**src/rtl/vexpfx_dec.sv**
```systemverilog
module vexpfx_dec (
  input  logic       clk,
  input  logic       rst_n,
  input  logic       in_valid,
  input  logic [7:0] in_byte,
  output logic       in_ready,
  input  logic       long_mode,
  input  logic [3:0] pfx_seen,
  output logic       done,
  output logic       ext_r,
  output logic       ext_x,
  output logic       ext_b,
  output logic       op_wide,
  output logic [3:0] src_reg,
  output logic       vec_len,
  output logic [1:0] impl_pfx,
  output logic [1:0] opc_map,
  output logic       legacy,
  output logic [7:0] legacy_byte,
  output logic       fault_ill,
  output logic       fault_undef
);
  typedef enum logic [1:0] {S_IDLE, S_B2, S_B3} st_t;
  st_t st;
  logic [7:0] first_q, byte2_q;

  logic not_pfx, take, short_form, map_ok;
  logic [7:0] rb, lb;

  assign not_pfx    = (st == S_B2) && !long_mode && (in_byte[7:6] != 2'b11);
  assign in_ready   = !not_pfx;
  assign take       = in_valid && in_ready;
  assign short_form = (st == S_B2);
  assign rb         = (st == S_B3) ? byte2_q : in_byte;
  assign lb         = in_byte;
  assign map_ok     = (in_byte[4:2] == 3'b000) && (in_byte[1:0] != 2'b00);

  always_ff @(posedge clk) begin
    if (!rst_n) begin
      st <= S_IDLE;
      first_q <= 8'h00;
      byte2_q <= 8'h00;
      done <= 1'b0;
      legacy <= 1'b0;
      legacy_byte <= 8'h00;
      fault_ill <= 1'b0;
      fault_undef <= 1'b0;
      ext_r <= 1'b0;
      ext_x <= 1'b0;
      ext_b <= 1'b0;
      op_wide <= 1'b0;
      src_reg <= 4'h0;
      vec_len <= 1'b0;
      impl_pfx <= 2'd0;
      opc_map <= 2'd0;
    end else begin
      done <= 1'b0;
      legacy <= 1'b0;
      fault_ill <= 1'b0;
      fault_undef <= 1'b0;
      case (st)
        S_IDLE: if (take) begin
          if (in_byte == 8'hC4 || in_byte == 8'hC5) begin
            first_q <= in_byte;
            st <= S_B2;
          end else begin
            legacy <= 1'b1;
            legacy_byte <= in_byte;
          end
        end
        S_B2: if (in_valid) begin
          st <= S_IDLE;
          if (not_pfx) begin
            legacy <= 1'b1;
            legacy_byte <= first_q;
          end else if (|pfx_seen) begin
            fault_ill <= 1'b1;
          end else if (first_q == 8'hC4) begin
            if (map_ok) begin
              byte2_q <= in_byte;
              st <= S_B3;
            end else begin
              fault_undef <= 1'b1;
            end
          end else begin
            done <= 1'b1;
          end
        end
        S_B3: if (take) begin
          st <= S_IDLE;
          done <= 1'b1;
        end
        default: st <= S_IDLE;
      endcase

      if (take && ((st == S_B3) ||
                   (st == S_B2 && first_q == 8'hC5 && !(|pfx_seen)))) begin
        ext_r    <= long_mode & ~rb[7];
        ext_x    <= long_mode & ~short_form & ~rb[6];
        ext_b    <= long_mode & ~short_form & ~rb[5];
        op_wide  <= long_mode & ~short_form & lb[7];
        src_reg  <= {long_mode & ~lb[6], ~lb[5:3]};
        vec_len  <= lb[2];
        impl_pfx <= lb[1:0];
        opc_map  <= short_form ? 2'd1 : rb[1:0];
      end
    end
  end

  a_r9_one_strobe: assert property (@(posedge clk) disable iff (!rst_n)
    $onehot0({done, legacy, fault_ill, fault_undef}));

  a_r9_done_single: assert property (@(posedge clk) disable iff (!rst_n)
    done |=> !done);

  a_r8_narrow_mode: assert property (@(posedge clk) disable iff (!rst_n)
    (done && !$past(long_mode)) |-> (!ext_r && !ext_x && !ext_b && !op_wide && !src_reg[3]));

  a_r7_short_form_map: assert property (@(posedge clk) disable iff (!rst_n)
    (done && $past(st) == S_B2) |-> (opc_map == 2'd1 && !ext_x && !ext_b && !op_wide));

  a_r2_rewind: assert property (@(posedge clk) disable iff (!rst_n)
    (st == S_B2 && in_valid && !long_mode && in_byte[7:6] != 2'b11)
      |=> (legacy && legacy_byte[7:1] == 7'b1100010));

  a_r3_illegal: assert property (@(posedge clk) disable iff (!rst_n)
    (st == S_B2 && take && |pfx_seen) |=> (fault_ill && !done));

  a_r4_map_defined: assert property (@(posedge clk) disable iff (!rst_n)
    done |-> (opc_map != 2'd0));
endmodule

```
**config.mk**
```make
export PLATFORM = sky130hd
export DESIGN_NAME = vexpfx_dec
export DESIGN_NICKNAME = d
export VERILOG_FILES = /design/src/rtl/vexpfx_dec.sv
export SDC_FILE = /design/constraint.sdc
export NUM_CORES = 1
export LEC_CHECK = 0
export BUFFER_PORTS_ARGS = -buffer_cell sky130_fd_sc_hd__buf_2
export CORE_ASPECT_RATIO = 0.9
export CORE_MARGIN = 4
export CORE_UTILIZATION = 35
export CTS_CLUSTER_DIAMETER = 60
export DETAILED_ROUTE_END_ITERATION = 16
export HOLD_SLACK_MARGIN = 0.03
export PLACE_DENSITY = 0.53
export SYNTH_ARGS = -nofsm -noshare
export SYNTH_HDL_FRONTEND = slang
export SYNTH_SLANG_ARGS = --single-unit
```
**constraint.sdc**
```tcl
create_clock -name clk -period 5.6 [get_ports clk]
set_clock_uncertainty 0.2 [all_clocks]
set_input_delay 0.28 -clock clk [delete_from_list [all_inputs] [get_ports clk]]
set_output_delay 0.28 -clock clk [all_outputs]
set_load 0.03 [all_outputs]
```
==> impl_metrics.toml <==
[run_status]
status = "completed"

[synth]
yosysMostFrequentCell = "dfxtp_1"
synth_edf_count = 0
syn_nets = 229
ys_warn_count = 0
yosysUniqueCellTypes = 38
yosys-top-cells-count = "dfxtp_1, nand2_1, mux2i_1"
avgSynthCellArea_um2 = 9.094
synth_area_leaders = "dfxtp_1, mux2i_1, nand2_1, mux2_2, a21oi_1"
ys_seq_elements = 40
yosysSeqAreaShare_pct = 42.13
async_reset_ff_share_pct = 0
synthCells = 209
synth_ff_type = "dfxtp_1"
synthDominantCellAreaShare_pct = 42.13
yosys.area.top_type = "dfxtp_1"
synth_area_mm2 = 0.001901

[sta]
rsz0062_at_grt = "false"
drv_slew = 0
fin_crit_ns = 2.784
fmax_mhz = 359.2
finalSetupTns_ns = 0
tightest_slew_ns = 0.7450
final-setup-viol-count = 0
relSlewSlack_pct = 49.63
finalHoldViolCount = 0
fin_crit_sh_pct = 49.71

[grt]
antenna_found_initial = 0
top_usage_layer = "met2"
use_met1_pct = 20.68
groute.usage.overall_pct = 14.78
groute.layer.met2.usage_pct = 20.96
grt_max_degree = 49
grt_overflow_total = 0
grt_pass1_wl_um = 7755
grt_pass1_vias = 1580
globalRouteMet3Util_pct = 4.246

[pwr]
irDropWorstVdd_mv = 0.1155
power_density_mw_per_mm2 = 269.8
finalPower_mw = 0.6067
p_leak_nw = 0.9542

[clocking]
clock_latency_ns = 0.29
cts_buffers = 5
cts_buffer_depth = 2
cts_tree = "built"
clk_pin_slew_ns = 0.07
h-tree-depth = 2
post_cts_resized = 0
root_buffer = "clkbuf_8"
cts_sinks = 40

[detailed_routing]
vias = 1627
ant_nets = 0
via_per_inst = 5.149
drt_iter0_drc = 74
drc = 0
routed_wl_um = 4612
wl_per_cell_um = 14.59
drt-pass1-iter-count = 4

[run]
cap_violations = 0

[min_path]
min_path_type = "in -> reg"
worstHoldEndpoint = "impl_pfx[0]$_SDFFE_PN0P_"
min-delay-start = "in_byte[0]"
min_path_cells = 3

[worst_setup_path]
start_kind = "flip-flop"
crit_required_ns = 5.55
r2r-start = "st[1]$_SDFFE_PN0P_"
rr_endpoint = "opc_map[0]$_SDFFE_PN0P_"
crit_arrival_ns = 2.73
worstPathMaxFanout = 18
r2r_cells = 6
critical_path_class = "reg -> reg"
r2r_slack_ns = 2.82
critPathCaptureType = "flip-flop"

[floorplan]
initial_core_util_pct = 36.17
die_area_mm2 = 0.006675
rows = 25
die_y_um = 77.91
die_width_um = 85.68
num_io_pins = 42
core-area_mm2 = 0.005255

[place]
dp_hpwl_um = 3335
globalplace.congestion = 0.7762
portBuffers = 41
dp.cells = 307

[finish]
n_antenna_cell = 0
num-nets-final = 269
drive_gt1_share_pct = 24.90
largestRegisters = "first_q (8), legacy_byte (8), byte2_q (5)"
syn2layout_area_growth_pct = 18.30
layoutNonFillerInstCount = 316
==> power breakdown <==
| part | leakage (nW) | switching (mW) | internal (mW) |
|---|---|---|---|
| Clock | 0.0503 | 0.0963 | 0.110 |
| Combinational | 0.580 | 0.0657 | 0.0379 |
| Sequential | 0.324 | 0.00384 | 0.293 |
| Total | 0.954 | 0.166 | 0.441 |
==> routing by layer <==
layer	up-vias	wire, um
met5	-	0
met4	0	72
met3	8	334
met2	51	1972
met1	750	2233
li1	818	-
==> what timing repair did <==
item / in CTS / in global routing
endpoints found under the hold margin: 2 / 0
hold buffers: 2 / 0
setup buffers: 0 / 0
==> through the flow <==
step | hold WS (ns) | worst slack (ns) | area [um^2] | utilization [%]
6_report | 0.08296 | 2.816 | 2248 | 42.79
5_1_grt | 0.08487 | 2.659 | 2248 | 42.79
4_1_cts | 0.06696 | 2.803 | 2248 | 42.79
3_5_place_dp | 0.2451 | 2.822 | 2132 | 40.57
3_3_place_gp | 0.2423 | 2.901 | 2132 | 40.57
2_1_floorplan | 0.1766 | 3.501 | 1901 | -
==> placed cells by master (no fill, tap or decap), drive strengths merged, types with 2 or more instances in the layout <==
cell type	n
buf	42
a211oi	3
a311oi	2
nand3b	2
nor2	3
nor3	4
clkbuf	7
dlygate4sd3	2
and3	7
mux2	7
o21a	3
nand2	37
and2	3
dfxtp	40
nand4	4
nand3	10
mux2i	22
or3	2
inv	8
ha	4
a21oi	13
o21ai	10
==> layout make-up <==
cell class / instances / area, um^2
clock buffer: 7 / 96.34
timing repair buffer: 44 / 232.7
fill: 564 / 3007
tap: 67 / 83.83
inverter: 8 / 30.03
sequential: 40 / 800.8
multi-input combinational: 150 / 1005
==> worst max-delay path by stage <==
stage	startpoint	end	slack (ns)	cells past startpoint
final	st[1]$_SDFFE_PN0P_	opc_map[0]$_SDFFE_PN0P_	2.82	6
after CTS	st[1]$_SDFFE_PN0P_	opc_map[0]$_SDFFE_PN0P_	2.80	6
after global routing	st[1]$_SDFFE_PN0P_	vec_len$_SDFFE_PN0P_	2.66	6
after global placement	st[1]$_SDFFE_PN0P_	opc_map[0]$_SDFFE_PN0P_	2.90	6
after floorplan	first_q[3]$_SDFFE_PN0P_	ext_b$_SDFFE_PN0P_	3.50	6
after detailed placement	st[1]$_SDFFE_PN0P_	opc_map[0]$_SDFFE_PN0P_	2.82	6
==> logic make-up (layout without fill, tap and decap cells) <==
family	Yosys count	count (layout)	synth area share [%]
AND/OR/NAND/NOR	81	81	21.86
flip-flops	40	40	42.13
AO/OA/AOI/OAI	36	36	12.64
multiplexers	29	29	15.73
buffers and inverters	19	59	5.003
adder cells (fa/ha/maj)	4	4	2.633
==> critical path, stage by stage, from the launching register on <==
cell and delay, ns:
dfxtp_1 0.33, inv_1 0.10, ha_1 0.59, nand2_1 0.21, o41ai_4 0.37, and2_1 0.65, a311oi_1 0.18
Power figures use the tool's default switching activity.
